File: src/rtl/dbg_match_pkg.sv
package dbg_match_pkg;
  // bit 0 enables reads, bit 1 enables writes
  typedef enum logic [1:0] {
    KIND_OFF   = 2'b00,
    KIND_READ  = 2'b01,
    KIND_WRITE = 2'b10,
    KIND_BOTH  = 2'b11
  } wp_kind_t;

  typedef struct packed {
    logic bpLoad;
    logic wpLoad;
  } cfg_strobe_t;
endpackage

File: src/rtl/dbg_match_dp.sv
module dbg_match_dp
  import dbg_match_pkg::*;
#(
  parameter int NUM_BP = 4,
  parameter int NUM_WP = 4,
  parameter int ADDR_W = 32,
  parameter int IDX_W  = 2
) (
  input  logic              clk,
  input  logic              rst_n,
  input  cfg_strobe_t       stb,
  input  logic [IDX_W-1:0]  cfgIdx,
  input  logic [ADDR_W-1:0] cfgAddr,
  input  logic [1:0]        cfgKind,
  input  logic              pcValid,
  input  logic [ADDR_W-1:0] pc,
  input  logic              memStrobe,
  input  logic [ADDR_W-1:0] memAddr,
  input  logic              memWrite,
  output logic [NUM_BP-1:0] bpMatch,
  output logic [NUM_WP-1:0] wpMatch
);
  logic [ADDR_W-1:0] bpAddr [NUM_BP];
  logic [NUM_BP-1:0] bpArmed;
  logic [ADDR_W-1:0] wpAddr [NUM_WP];
  wp_kind_t          wpKind [NUM_WP];

  for (genvar g = 0; g < NUM_BP; g++) begin : g_bp
    always_ff @(posedge clk) begin
      if (!rst_n) begin
        bpAddr[g]  <= '0;
        bpArmed[g] <= 1'b0;
      end else if (stb.bpLoad && cfgIdx == IDX_W'(g)) begin
        bpAddr[g]  <= cfgAddr;
        bpArmed[g] <= (cfgKind != 2'b00);
      end
    end
    assign bpMatch[g] = pcValid && bpArmed[g] && (pc == bpAddr[g]);
  end

  for (genvar g = 0; g < NUM_WP; g++) begin : g_wp
    logic dirOk;
    always_ff @(posedge clk) begin
      if (!rst_n) begin
        wpAddr[g] <= '0;
        wpKind[g] <= KIND_OFF;
      end else if (stb.wpLoad && cfgIdx == IDX_W'(g)) begin
        wpAddr[g] <= cfgAddr;
        wpKind[g] <= wp_kind_t'(cfgKind);
      end
    end
    assign dirOk      = memWrite ? wpKind[g][1] : wpKind[g][0];
    assign wpMatch[g] = memStrobe && dirOk && (memAddr == wpAddr[g]);
  end
endmodule

File: src/rtl/dbg_match_ctl.sv
module dbg_match_ctl
  import dbg_match_pkg::*;
#(
  parameter int NUM_BP = 4,
  parameter int NUM_WP = 4
) (
  input  logic              clk,
  input  logic              rst_n,
  input  logic              cfgWe,
  input  logic              cfgSel,
  input  logic [NUM_BP-1:0] bpMatch,
  input  logic [NUM_WP-1:0] wpMatch,
  output cfg_strobe_t       stb,
  output logic              accessStall,
  output logic              bpHit,
  output logic              wpHit
);
  logic anyBp, anyWp;

  assign stb.bpLoad  = cfgWe && !cfgSel;
  assign stb.wpLoad  = cfgWe && cfgSel;
  assign anyBp       = |bpMatch;
  assign anyWp       = |wpMatch;
  assign accessStall = anyWp;

  always_ff @(posedge clk) begin
    if (!rst_n) begin
      bpHit <= 1'b0;
      wpHit <= 1'b0;
    end else begin
      wpHit <= anyWp;
      bpHit <= anyBp && !anyWp;  // watchpoint wins
    end
  end
endmodule

File: src/rtl/dbg_match_unit.sv
module dbg_match_unit
  import dbg_match_pkg::*;
#(
  parameter int NUM_BP = 4,
  parameter int NUM_WP = 4,
  parameter int ADDR_W = 32,
  parameter int IDX_W  = $clog2((NUM_BP > NUM_WP) ? NUM_BP : NUM_WP)
) (
  input  logic              clk,
  input  logic              rst_n,
  input  logic              cfgWe,
  input  logic              cfgSel,
  input  logic [IDX_W-1:0]  cfgIdx,
  input  logic [ADDR_W-1:0] cfgAddr,
  input  logic [1:0]        cfgKind,
  input  logic              pcValid,
  input  logic [ADDR_W-1:0] pc,
  input  logic              memStrobe,
  input  logic [ADDR_W-1:0] memAddr,
  input  logic              memWrite,
  output logic              accessStall,
  output logic              bpHit,
  output logic              wpHit
);
  cfg_strobe_t       stb;
  logic [NUM_BP-1:0] bpMatch;
  logic [NUM_WP-1:0] wpMatch;

  dbg_match_ctl #(.NUM_BP(NUM_BP), .NUM_WP(NUM_WP)) u_ctl (
    .clk(clk), .rst_n(rst_n), .cfgWe(cfgWe), .cfgSel(cfgSel),
    .bpMatch(bpMatch), .wpMatch(wpMatch), .stb(stb),
    .accessStall(accessStall), .bpHit(bpHit), .wpHit(wpHit)
  );

  dbg_match_dp #(.NUM_BP(NUM_BP), .NUM_WP(NUM_WP), .ADDR_W(ADDR_W), .IDX_W(IDX_W)) u_dp (
    .clk(clk), .rst_n(rst_n), .stb(stb), .cfgIdx(cfgIdx), .cfgAddr(cfgAddr),
    .cfgKind(cfgKind), .pcValid(pcValid), .pc(pc), .memStrobe(memStrobe),
    .memAddr(memAddr), .memWrite(memWrite), .bpMatch(bpMatch), .wpMatch(wpMatch)
  );
endmodule

File: config.mk
export PLATFORM = sky130hd
export DESIGN_NAME = dbg_match_unit
export DESIGN_NICKNAME = d
export VERILOG_FILES = /design/src/rtl/dbg_match_pkg.sv /design/src/rtl/dbg_match_dp.sv /design/src/rtl/dbg_match_ctl.sv /design/src/rtl/dbg_match_unit.sv
export SDC_FILE = /design/constraint.sdc
export NUM_CORES = 1
export LEC_CHECK = 0
export ABC_AREA = 1
export BUFFER_PORTS_ARGS = -buffer_cell sky130_fd_sc_hd__buf_2
export CAP_MARGIN = 30
export CORE_AREA = 2 2 216 218
export DETAILED_ROUTE_END_ITERATION = 12
export DIE_AREA = 0 0 218 220
export PLACE_DENSITY_LB_ADDON = 0.1
export SETUP_SLACK_MARGIN = 0.15
export SLEW_MARGIN = 20
export SYNTH_ARGS = -nofsm -noshare
export SYNTH_HDL_FRONTEND = slang
export SYNTH_SLANG_ARGS = --single-unit
File: constraint.sdc
create_clock -name clk -period 8.8 [get_ports clk]
set_input_delay 1.76 -clock clk [delete_from_list [all_inputs] [get_ports clk]]
set_output_delay 1.76 -clock clk [all_outputs]
set_load 0.02 [all_outputs]
Yosys cells after proc, flatten, opt, wreduce, memory -nomap -nowiden
Memories as Yosys holds them, arrays and structs flattened.
Index checks and enable logic that the tools add are counted.
Widths: inputs -> output; s select.
Storage, ports and cells
  bits in registers: 6
  memory bits (writable): 264
  input port bits: 107
  output and inout bits: 3
  logic and storage cells: 106
  memories: 3
Operators by class
  equal/unequal tests: 11
  mux-type cells: 41
  bitwise logic cells: 12
  reductions and logical operators: 33
Memory list
  u_dp.bpAddr: depth 4, width 32, read ports 4, clocked after memory_dff 0, wr ports 4, line dbg_match_dp.sv:23  | logic [ADDR_W-1:0] bpAddr [NUM_BP];
  u_dp.wpAddr: depth 4, width 32, read ports 4, clocked after memory_dff 0, wr ports 4, line dbg_match_dp.sv:25  | logic [ADDR_W-1:0] wpAddr [NUM_WP];
  u_dp.wpKind: depth 4, width 2, read ports 4, clocked after memory_dff 0, wr ports 4, line dbg_match_dp.sv:26  | wp_kind_t wpKind [NUM_WP];
Operators by type and width (number)
  $eq 32x32->1: 8
  $mux 32: 8
  $mux 1: 29
  $logic_and 1x1->1: 27
  $or 1x1->1: 12
  $mux 2: 4
  $reduce_or 4->1: 2
  $eq 2x2->1 const B: 2
  $eq 2x1->1 const B: 1
  $logic_not 1->1: 2
  $logic_not 2->1: 1
  $reduce_bool 2->1: 1

Depth between registers and ports, before layout
Gate-level depths: netlist (run 1).
  depth in word-level cells: 7
  depth in mapped cells: 12
  mapped depth without buffers: 12

Modules after synthesis
Synthesis (run 1) repeated with hierarchy kept, for this count alone.
Unflattened totals
  cells, all modules: 1700
  area, all modules: 14118.5 um^2
Modules (own cells, without submodules)
  dbg_match_dp: instances 1, cells each 1681, area each 13999.7 um^2, sequential area each 8007.7 um^2
  dbg_match_ctl: instances 1, cells each 19, area each 118.9 um^2, sequential area each 40.0 um^2

Worst setup path after synthesis (run 1)
OpenSTA, ideal clock, no wires.
  path kind: in2reg
  start point: input cfgIdx[0]
  end point: memory u_dp.wpAddr[3][0], enable pin
  setup time: 0.477 ns
  arrival: 4.583 ns
  required time: 8.323 ns
  setup slack: 3.740 ns
  cell stages on the path: 3
  path buffers: 1
  cells stage by stage: buf_2 -> inv_2 -> o31ai_1
RTL lines
  from (decl): line dbg_match_unit.sv:13  | input logic [IDX_W-1:0] cfgIdx,
  to (decl): line dbg_match_dp.sv:25

Worst setup path in the final report (run 1)
  start point: input memAddr[21]
  end point: output accessStall
Between the ends
  word-level cells in the longest chain between the ends: 3
  elaborated cells between the ends (all ways): 9
  classes of those cells: 4 x eq/ne; 5 x reduce/logical
RTL lines
  from (decl): line dbg_match_unit.sv:19  | input logic [ADDR_W-1:0] memAddr,
  $eq 32x32->1: line dbg_match_dp.sv:53  | assign wpMatch[g] = memStrobe && dirOk && (memAddr == wpAddr[g]);
  $logic_and 1x1->1: line dbg_match_dp.sv:53
  $reduce_or 4->1 *: line dbg_match_ctl.sv:23  | assign anyWp = |wpMatch;
  to (decl): line dbg_match_unit.sv:21  | output logic accessStall,
Every way passes the cells marked *; elsewhere a longest branch is shown, timed or not.

==> results of run 1 <==
## cells in the final DEF (no fill, tap or decap), types with 2 or more instances in the layout
cell                        netlist  final
sky130_fd_sc_hd__nor2_1         387    387
sky130_fd_sc_hd__nand2_1        363    361
sky130_fd_sc_hd__edfxtp_1       264    264
sky130_fd_sc_hd__inv_1          184    184
sky130_fd_sc_hd__buf_2           12    109
sky130_fd_sc_hd__o21ai_0         82     82
sky130_fd_sc_hd__xnor2_1         52     52
sky130_fd_sc_hd__nand3_1         37     37
sky130_fd_sc_hd__clkbuf_16        0     37
sky130_fd_sc_hd__or2_2           23     23
sky130_fd_sc_hd__nand4_1         22     22
sky130_fd_sc_hd__inv_2           20     20
sky130_fd_sc_hd__buf_4            0     14
sky130_fd_sc_hd__o21ai_1         13     13
sky130_fd_sc_hd__xor2_1          11     11
sky130_fd_sc_hd__clkinv_1         0      8
sky130_fd_sc_hd__nor3_1           7      7
sky130_fd_sc_hd__or2_0            6      6
sky130_fd_sc_hd__o22ai_1          6      6
sky130_fd_sc_hd__clkbuf_1        15      6
sky130_fd_sc_hd__dfxtp_1          6      6
sky130_fd_sc_hd__o31ai_4          0      4
sky130_fd_sc_hd__a21oi_1          4      4
sky130_fd_sc_hd__o211ai_1         4      4
sky130_fd_sc_hd__clkinv_2         0      4
sky130_fd_sc_hd__or2_1            3      3
sky130_fd_sc_hd__nand3b_1         2      2
sky130_fd_sc_hd__nand2_2          0      2
sky130_fd_sc_hd__bufinv_16        0      2
## registers in the layout, indices dropped and copies added, names as in the netlist
name	cells
u_ctl.bpHit	1
u_dp.bpArmed	4
u_dp.bpAddr	128
u_dp.wpKind	8
u_dp.wpAddr	128
u_ctl.wpHit	1
## stage by stage
stage / area, um^2 / hold WS (ns) / utilization / setup slack (ns) / power, uW
floorplan: 13500 / 0.453 / - / 3.74 / 1740
global placement: 14900 / 0.471 / 0.324 / 3.43 / 1920
detailed placement: 14900 / 0.481 / 0.324 / 3.51 / 1920
CTS: 15900 / 0.496 / 0.348 / 3.50 / 3310
global route: 15900 / 0.525 / 0.348 / 3.42 / 3390
finish: 15900 / 0.493 / 0.348 / 3.55 / 3270
## kinds of logic after synthesis
kind of cell | share of synthesized area
simple gates | 0.253
flops | 0.595
buf+inv | 0.0655
compound gates | 0.0453
xor+xnor | 0.0408
## per-layer routing
metal / wire length [um] / track usage / vias up
li1: - / - / 5163
met1: 21200 / 0.263 / 5029
met2: 25200 / 0.379 / 296
met5: 0 / 0 / -
met4: 1720 / 0.0823 / 0
met3: 2190 / 0.0254 / 72
## final cells by class
cell class              count  area, um^2  share of cell area
inverters                 204         766              0.0480
repair buffers            123         651              0.0408
diodes                      1        2.50            0.000157
flip-flops and latches    270        8050               0.505
well taps                 607         759              0.0476
clock inverters            16         126             0.00793
multi-input cells        1032        4640               0.291
clock buffers              43         948              0.0595
## worst reg2reg max path: stages (launching register included)
cell and delay, ns:
sky130_fd_sc_hd__edfxtp_1 0.44, sky130_fd_sc_hd__nand2_1 0.14, sky130_fd_sc_hd__o21ai_0 0.13, sky130_fd_sc_hd__nor2_1 0.12, sky130_fd_sc_hd__nand2_1 0.08, sky130_fd_sc_hd__nor2_1 0.31, sky130_fd_sc_hd__nand3_1 0.19, sky130_fd_sc_hd__nor2_1 0.21
sky130_fd_sc_hd__nor2_4 0.07, sky130_fd_sc_hd__nand3_1 0.11, sky130_fd_sc_hd__nor2_1 0.05
## cell usage after synthesis (all sizes together)
master / number / area share
o22ai: 6 / 0.0028
a21oi: 4 / 0.0015
buf: 13 / 0.0047
inv: 204 / 0.057
o211ai: 4 / 0.0022
xnor2: 52 / 0.034
or2: 32 / 0.015
o31ai: 4 / 0.0022
nor2: 389 / 0.11
a21o: 1 / 0.00056
xor2: 11 / 0.0071
nand3b: 2 / 0.0011
clkbuf: 15 / 0.0042
a21boi: 1 / 0.00083
and2: 1 / 0.00046
nand4: 22 / 0.010
o21ai: 95 / 0.035
nand3: 37 / 0.014
and3: 1 / 0.00046
edfxtp: 264 / 0.59
dfxtp: 6 / 0.0089
nor3: 7 / 0.0026
nand2: 363 / 0.10
## where the power goes
group / total (uW) / internal [uW] / leakage (uW) / switching [uW]
clock network: 1390 / 819 / 0.000524 / 568
logic: 345 / 102 / 0.00363 / 244
registers: 1540 / 1500 / 0.00260 / 41.4
## worst max-delay path by stage
stage,from,to
floorplan,cfgIdx[0],u_dp.wpAddr[3][0]
global placement,memAddr[21],accessStall
detailed placement,memAddr[21],accessStall
CTS,memAddr[21],accessStall
global route,memAddr[21],accessStall
finish,memAddr[21],accessStall
==> flow_summary.html, run 1 <==
<table>
<tr><th>Metric</th><th>Value</th></tr>
<tr><th colspan="2">Run status</th></tr>
<tr><td>Status</td><td>finished, final reports clean</td></tr>
<tr><th colspan="2">Timing</th></tr>
<tr><td>Tightest Pin Transition</td><td>0.875 ns</td></tr>
<tr><td>Peak Freq</td><td>0.191 GHz</td></tr>
<tr><td>Relative slew slack</td><td>0.414</td></tr>
<tr><td>Final number of setup-violating endpoints</td><td>0</td></tr>
<tr><td>Unrepaired setup endpoints after global routing</td><td>no</td></tr>
<tr><td>Hold Vio Cnt, Final</td><td>0</td></tr>
<tr><td>Final count of pins violating max slew</td><td>0</td></tr>
<tr><td>Period utilisation layout</td><td>0.597</td></tr>
<tr><td>Max Clock Skew</td><td>0.0320 ns</td></tr>
<tr><td>Crit path time final</td><td>5.25 ns</td></tr>
<tr><td>Total negative slack for setup checks</td><td>0 ns</td></tr>
<tr><th colspan="2">GRT</th></tr>
<tr><td>Total track usage</td><td>0.213</td></tr>
<tr><td>Maximum number of pins on one net before global-route repair</td><td>35</td></tr>
<tr><td>Overall overflow remaining after global route</td><td>0</td></tr>
<tr><td>Initial antenna violation count</td><td>1</td></tr>
<tr><td>Number of global-route vias before repair</td><td>10524</td></tr>
<tr><td>First-pass GRT wire length</td><td>71.9 mm</td></tr>
<tr><th colspan="2">Drt</th></tr>
<tr><td>Count of TritonRoute iterations in the first routing pass</td><td>5</td></tr>
<tr><td>Wire length per cell</td><td>21.9 um</td></tr>
<tr><td>Wire length reported by the detailed router</td><td>50.3 mm</td></tr>
<tr><td>Mean number of vias per cell</td><td>4.60</td></tr>
<tr><td>Number of DRC violations after detailed-routing iteration 0</td><td>773</td></tr>
<tr><td>Antenna violation net count after detailed routing</td><td>0</td></tr>
<tr><td>DRC violations left</td><td>0</td></tr>
<tr><td>Via count</td><td>10560</td></tr>
<tr><th colspan="2">Clock tree</th></tr>
<tr><td>Count of instances resized after the clock tree is built</td><td>0</td></tr>
<tr><td>Buffers from clock root to sink, at most</td><td>3</td></tr>
<tr><td>Clk_lat worst skew</td><td>0.55 ns</td></tr>
<tr><td>Setup Buffers After CTS</td><td>0</td></tr>
<tr><td>Deepest level of the CTS H-tree</td><td>2</td></tr>
<tr><td>Clock slew at reported path FFs</td><td>0.06 ns</td></tr>
<tr><td>Clock Root Buffer</td><td>sky130_fd_sc_hd__clkbuf_16</td></tr>
<tr><td>Total number of clock tree sinks</td><td>270</td></tr>
<tr><td>TritonCTS clock tree</td><td>built</td></tr>
<tr><td>Number of buffers added to fix hold violations after cts</td><td>0</td></tr>
<tr><td>Number of buffers created by CTS</td><td>35</td></tr>
<tr><th colspan="2">Floorplanning</th></tr>
<tr><td>Initial core utilization</td><td>0.295</td></tr>
<tr><td>Die width</td><td>218 um</td></tr>
<tr><td>Ports</td><td>110</td></tr>
<tr><td>Total number of placement rows</td><td>79</td></tr>
<tr><td>Die footprint</td><td>48000 um^2</td></tr>
<tr><td>Core ar.</td><td>45900 um^2</td></tr>
<tr><td>Die Y-Extent</td><td>220 um</td></tr>
<tr><th colspan="2">Cells and area</th></tr>
<tr><td>Signed area change from the synthesized netlist to the final layout</td><td>18.0%</td></tr>
<tr><td>Final std cells w/o fill</td><td>2296</td></tr>
<tr><td>Share of cells above drive strength 1</td><td>0.130</td></tr>
<tr><td>Net count reported at finish</td><td>1773</td></tr>
<tr><td>Filler cell count in the final layout</td><td>4863</td></tr>
<tr><th colspan="2">Worst hold path</th></tr>
<tr><td>Kind of path behind the tightest hold check</td><td>register to register</td></tr>
<tr><td>Worst hold path endpoint</td><td>u_dp.bpArmed[1]</td></tr>
<tr><td>Worst hold path startpoint</td><td>u_dp.bpArmed[1]</td></tr>
<tr><td>Number of instances on the worst hold path</td><td>2</td></tr>
<tr><th colspan="2">Setup path</th></tr>
<tr><td>Cell family contributing the most delay on the critical path</td><td>simple AND/OR/NAND/NOR gates</td></tr>
<tr><td>Standard cell with the maximum stage delay on the critical path</td><td>sky130_fd_sc_hd__nor2_1</td></tr>
<tr><td>Required time reported for the critical path endpoint</td><td>7.04 ns</td></tr>
<tr><td>Count of cell instances traversed by the critical path</td><td>12</td></tr>
<tr><td>Reg2Reg Launch Point</td><td>u_dp.wpAddr[1][21]</td></tr>
<tr><td>Arrival time of the worst setup path</td><td>3.49 ns</td></tr>
<tr><td>Endpoint kind of the worst setup timing path</td><td>primary output</td></tr>
<tr><td>Critical path startpoint category</td><td>input port</td></tr>
<tr><td>Worst path max stage delay</td><td>0.31 ns</td></tr>
<tr><td>Critical path buffer and inverter count</td><td>3</td></tr>
<tr><td>Flop-to-flop setup slack</td><td>6.86 ns</td></tr>
<tr><td>Max FO, Critical Path</td><td>7</td></tr>
<tr><td>Kind of critical path</td><td>input port to primary output</td></tr>
<tr><td>Endpoint of the worst-slack reg-to-reg timing path</td><td>u_ctl.bpHit</td></tr>
<tr><td>Cells traversed along the worst timing path</td><td>buf_2, inv_1, nand2_1, o21ai_0, nor2_1, nand2_1, nor2_1, nand3_1, nor2_1, nor2_4, nand2_1, buf_2</td></tr>
<tr><td>Number of cell instances on the worst register-to-register path</td><td>10</td></tr>
<tr><th colspan="2">Power and ir drop</th></tr>
<tr><td>Peak supply drop</td><td>133 uV</td></tr>
<tr><td>PD cells</td><td>205 nW/um^2</td></tr>
<tr><td>Leak pwr</td><td>0.00676 uW</td></tr>
<tr><th colspan="2">Synthesis</th></tr>
<tr><td>Number of warnings printed during yosys synthesis</td><td>0</td></tr>
<tr><td>Mapped Cells</td><td>1534</td></tr>
<tr><td>Sequential fraction of the synthesis area</td><td>0.595</td></tr>
<tr><td>Post-synth net total</td><td>1641</td></tr>
<tr><td>Flip-flop and latch count after synthesis</td><td>270</td></tr>
<tr><td>Post-synth cell types</td><td>30</td></tr>
<tr><td>Mean instance size in the synthesized netlist</td><td>8.81 um^2</td></tr>
<tr><td>Total standard cell area after synthesis</td><td>13500 um^2</td></tr>
<tr><th colspan="2">Placed design</th></tr>
<tr><td>Port Buf Inserts</td><td>109</td></tr>
<tr><td>Placed Cells incl. Taps</td><td>2236</td></tr>
<tr><td>HPWL reported at the end of detailed placement</td><td>35.9 mm</td></tr>
<tr><td>Global placement routability congestion</td><td>0.878</td></tr>
<tr><th colspan="2">Flow run</th></tr>
<tr><td>Maximum capacitance violations</td><td>0</td></tr>
</table>
Note: power is estimated with default switching activity, not from simulation.
==> run 2, diff against run 1 <==
==> constraint.sdc (replaced) <==
create_clock -name clk -period 5.42 [get_ports clk]
set_input_delay 1.084 -clock clk [delete_from_list [all_inputs] [get_ports clk]]
set_output_delay 1.084 -clock clk [all_outputs]
set_load 0.02 [all_outputs]
==> flow_summary.html, run 2 (synthesis gave the netlist of run 1 again) <==
<table>
<tr><th>Metric</th><th>Value</th></tr>
<tr><th colspan="2">Floorplanning</th></tr>
<tr><td>Die width</td><td>218 um</td></tr>
<tr><td>Ports</td><td>110</td></tr>
<tr><td>Die Y-Extent</td><td>220 um</td></tr>
<tr><td>Die footprint</td><td>48000 um^2</td></tr>
<tr><td>Core ar.</td><td>45900 um^2</td></tr>
<tr><td>Initial core utilization</td><td>0.295</td></tr>
<tr><td>Total number of placement rows</td><td>79</td></tr>
<tr><th colspan="2">Worst hold path</th></tr>
<tr><td>Worst hold path endpoint</td><td>u_dp.bpArmed[2]</td></tr>
<tr><td>Worst hold path startpoint</td><td>u_dp.bpArmed[2]</td></tr>
<tr><td>Number of instances on the worst hold path</td><td>2</td></tr>
<tr><td>Kind of path behind the tightest hold check</td><td>register to register</td></tr>
<tr><th colspan="2">Setup path</th></tr>
<tr><td>Endpoint of the worst-slack reg-to-reg timing path</td><td>u_ctl.bpHit</td></tr>
<tr><td>Critical path startpoint category</td><td>input port</td></tr>
<tr><td>Standard cell with the maximum stage delay on the critical path</td><td>sky130_fd_sc_hd__nor2_1</td></tr>
<tr><td>Required time reported for the critical path endpoint</td><td>4.34 ns</td></tr>
<tr><td>Number of cell instances on the worst register-to-register path</td><td>10</td></tr>
<tr><td>Critical path buffer and inverter count</td><td>3</td></tr>
<tr><td>Worst path max stage delay</td><td>0.30 ns</td></tr>
<tr><td>Cell family contributing the most delay on the critical path</td><td>simple AND/OR/NAND/NOR gates</td></tr>
<tr><td>Cells traversed along the worst timing path</td><td>buf_2, inv_1, nand2_1, o21ai_0, nor2_1, nand2_1, nor2_1, nand3_1, nor2_1, nor2_4, nand2_1, buf_2</td></tr>
<tr><td>Arrival time of the worst setup path</td><td>2.81 ns</td></tr>
<tr><td>Reg2Reg Launch Point</td><td>u_dp.wpAddr[1][21]</td></tr>
<tr><td>Max FO, Critical Path</td><td>7</td></tr>
<tr><td>Endpoint kind of the worst setup timing path</td><td>primary output</td></tr>
<tr><td>Kind of critical path</td><td>input port to primary output</td></tr>
<tr><td>Flop-to-flop setup slack</td><td>3.47 ns</td></tr>
<tr><th colspan="2">Timing</th></tr>
<tr><td>Unrepaired setup endpoints after global routing</td><td>no</td></tr>
<tr><td>Hold Vio Cnt, Final</td><td>0</td></tr>
<tr><td>Relative slew slack</td><td>0.406</td></tr>
<tr><td>Crit path time final</td><td>3.89 ns</td></tr>
<tr><td>Max Clock Skew</td><td>0.0129 ns</td></tr>
<tr><td>Final count of pins violating max slew</td><td>0</td></tr>
<tr><td>Period utilisation layout</td><td>0.718</td></tr>
<tr><td>Total negative slack for setup checks</td><td>0 ns</td></tr>
<tr><td>Peak Freq</td><td>0.257 GHz</td></tr>
<tr><td>Smallest setup slack after layout</td><td>1.53 ns</td></tr>
<tr><td>Final number of setup-violating endpoints</td><td>0</td></tr>
<tr><td>Tightest Pin Transition</td><td>0.888 ns</td></tr>
<tr><th colspan="2">Placed design</th></tr>
<tr><td>Global placement routability congestion</td><td>0.888</td></tr>
<tr><td>Placed Cells incl. Taps</td><td>2236</td></tr>
<tr><td>HPWL reported at the end of detailed placement</td><td>35.9 mm</td></tr>
<tr><td>Worst slack at placement</td><td>1.45 ns</td></tr>
<tr><td>Port Buf Inserts</td><td>109</td></tr>
<tr><th colspan="2">Power and ir drop</th></tr>
<tr><td>Clock group share of total power</td><td>0.416</td></tr>
<tr><td>Gate power share</td><td>0.107</td></tr>
<tr><td>Reg power frac</td><td>0.477</td></tr>
<tr><td>Switch Pwr</td><td>1410 uW</td></tr>
<tr><td>Leak pwr</td><td>0.00675 uW</td></tr>
<tr><td>Internal power</td><td>3830 uW</td></tr>
<tr><td>PD cells</td><td>330 nW/um^2</td></tr>
<tr><td>Peak supply drop</td><td>206 uV</td></tr>
<tr><td>Switching Share</td><td>0.269</td></tr>
<tr><th colspan="2">Drt</th></tr>
<tr><td>Wire length reported by the detailed router</td><td>50.3 mm</td></tr>
<tr><td>Count of TritonRoute iterations in the first routing pass</td><td>5</td></tr>
<tr><td>Number of DRC violations after detailed-routing iteration 0</td><td>800</td></tr>
<tr><td>Wire length per cell</td><td>21.9 um</td></tr>
<tr><td>DRC violations left</td><td>0</td></tr>
<tr><td>Antenna violation net count after detailed routing</td><td>0</td></tr>
<tr><td>Via count</td><td>10555</td></tr>
<tr><td>Mean number of vias per cell</td><td>4.60</td></tr>
<tr><th colspan="2">Cells and area</th></tr>
<tr><td>Share of cells above drive strength 1</td><td>0.133</td></tr>
<tr><td>Commonest cells after routing, fill and taps aside</td><td>sky130_fd_sc_hd__nor2_1 (387), sky130_fd_sc_hd__nand2_1 (361), sky130_fd_sc_hd__edfxtp_1 (264), sky130_fd_sc_hd__inv_1 (184), sky130_fd_sc_hd__buf_2 (109)</td></tr>
<tr><td>Final std cells w/o fill</td><td>2297</td></tr>
<tr><td>Net count reported at finish</td><td>1772</td></tr>
<tr><td>Signed area change from the synthesized netlist to the final layout</td><td>17.6%</td></tr>
<tr><td>Most common cell after layout, fill and taps aside</td><td>sky130_fd_sc_hd__nor2_1</td></tr>
<tr><td>Largest registers</td><td>u_dp.bpAddr: 128 flops, u_dp.wpAddr: 128 flops, u_dp.wpKind: 8 flops</td></tr>
<tr><th colspan="2">GRT</th></tr>
<tr><td>Total track usage</td><td>0.213</td></tr>
<tr><td>Overall overflow remaining after global route</td><td>0</td></tr>
<tr><td>First-pass GRT wire length</td><td>72.5 mm</td></tr>
<tr><td>Initial antenna violation count</td><td>1</td></tr>
<tr><td>Maximum number of pins on one net before global-route repair</td><td>35</td></tr>
<tr><td>Number of global-route vias before repair</td><td>10497</td></tr>
<tr><th colspan="2">Run status</th></tr>
<tr><td>Status</td><td>finished, final reports clean</td></tr>
<tr><th colspan="2">Clock tree</th></tr>
<tr><td>Clock Root Buffer</td><td>sky130_fd_sc_hd__clkbuf_16</td></tr>
<tr><td>Buffers from clock root to sink, at most</td><td>3</td></tr>
<tr><td>Setup Buffers After CTS</td><td>0</td></tr>
<tr><td>Total number of clock tree sinks</td><td>270</td></tr>
<tr><td>Clk_lat worst skew</td><td>0.55 ns</td></tr>
<tr><td>Number of buffers added to fix hold violations after cts</td><td>0</td></tr>
<tr><td>Number of buffers created by CTS</td><td>34</td></tr>
<tr><td>Clock slew at reported path FFs</td><td>0.06 ns</td></tr>
<tr><td>TritonCTS clock tree</td><td>built</td></tr>
<tr><td>Count of instances resized after the clock tree is built</td><td>0</td></tr>
<tr><td>Deepest level of the CTS H-tree</td><td>2</td></tr>
<tr><th colspan="2">Flow run</th></tr>
<tr><td>Maximum capacitance violations</td><td>0</td></tr>
</table>
[run 2: cell types whose count changed in the layout (fill, tap and decap cells not counted), sizes merged]
cell	previous run	this run
clkinvlp	1	0
bufinv	2	1
clkinv	13	14
inv	204	206
[run 2: per-layer routing]
layer | vias to the layer above | part of all wire | global-route usage | wire [um]
met3 | 61 | 0.034 | 0.0222 | 1690
met5 | - | 0 | 0 | 0
li1 | 5163 | - | - | -
met4 | 0 | 0.026 | 0.0664 | 1310
met2 | 221 | 0.51 | 0.385 | 25900
met1 | 5110 | 0.43 | 0.266 | 21400
[run 2: power groups by stage]
stage	Sequential, uW	Clock (uW)	Combinational, uW
after floorplan	2520	0	304
after global placement	2540	0	570
after detailed placement	2540	0	570
after CTS	2500	2230	572
after global routing	2510	2300	619
final	2500	2180	559
[run 2: area by class of cell]
class	count	area (um^2)
fillers	4857	30000
flip-flops and latches	270	8050
multi-input cells	1032	4640
clock buffers	43	905
inverters	204	766
well taps	607	759
repair buffers	123	651
clock inverters	17	124
diodes	1	2.50
[run 2: worst register-to-register path, stage by stage (launching register included)]
cell and delay [ns]:
sky130_fd_sc_hd__edfxtp_1 0.44, sky130_fd_sc_hd__nand2_1 0.13, sky130_fd_sc_hd__o21ai_0 0.11, sky130_fd_sc_hd__nor2_1 0.11, sky130_fd_sc_hd__nand2_1 0.09, sky130_fd_sc_hd__nor2_1 0.30, sky130_fd_sc_hd__nand3_1 0.21, sky130_fd_sc_hd__nor2_1 0.22
sky130_fd_sc_hd__nor2_4 0.07, sky130_fd_sc_hd__nand3_1 0.08, sky130_fd_sc_hd__nor2_1 0.05
[run 2: how the worst max path moves through the flow]
| stage | slack, ns | to | cells past startpoint | start |
|---|---|---|---|---|
| final | 1.53 | accessStall | 12 | memAddr[21] |
| after global routing | 1.39 | accessStall | 12 | memAddr[21] |
| after CTS | 1.44 | accessStall | 12 | memAddr[21] |
| after detailed placement | 1.45 | accessStall | 12 | memAddr[21] |
| after global placement | 1.42 | accessStall | 12 | memAddr[21] |
| after floorplan | 1.04 | u_dp.wpAddr[3][0] | 3 | cfgIdx[0] |
[run 2: through the flow]
step                cell area (um^2)  utilization  hold WS [ns]  power, uW
global placement               14900        0.324         0.468       3110
finish                         15900        0.347         0.483       5240
CTS                            15900        0.347         0.487       5300
global route                   15900        0.347         0.509       5430
detailed placement             14900        0.324         0.474       3110
floorplan                      13500            -         0.453       2830
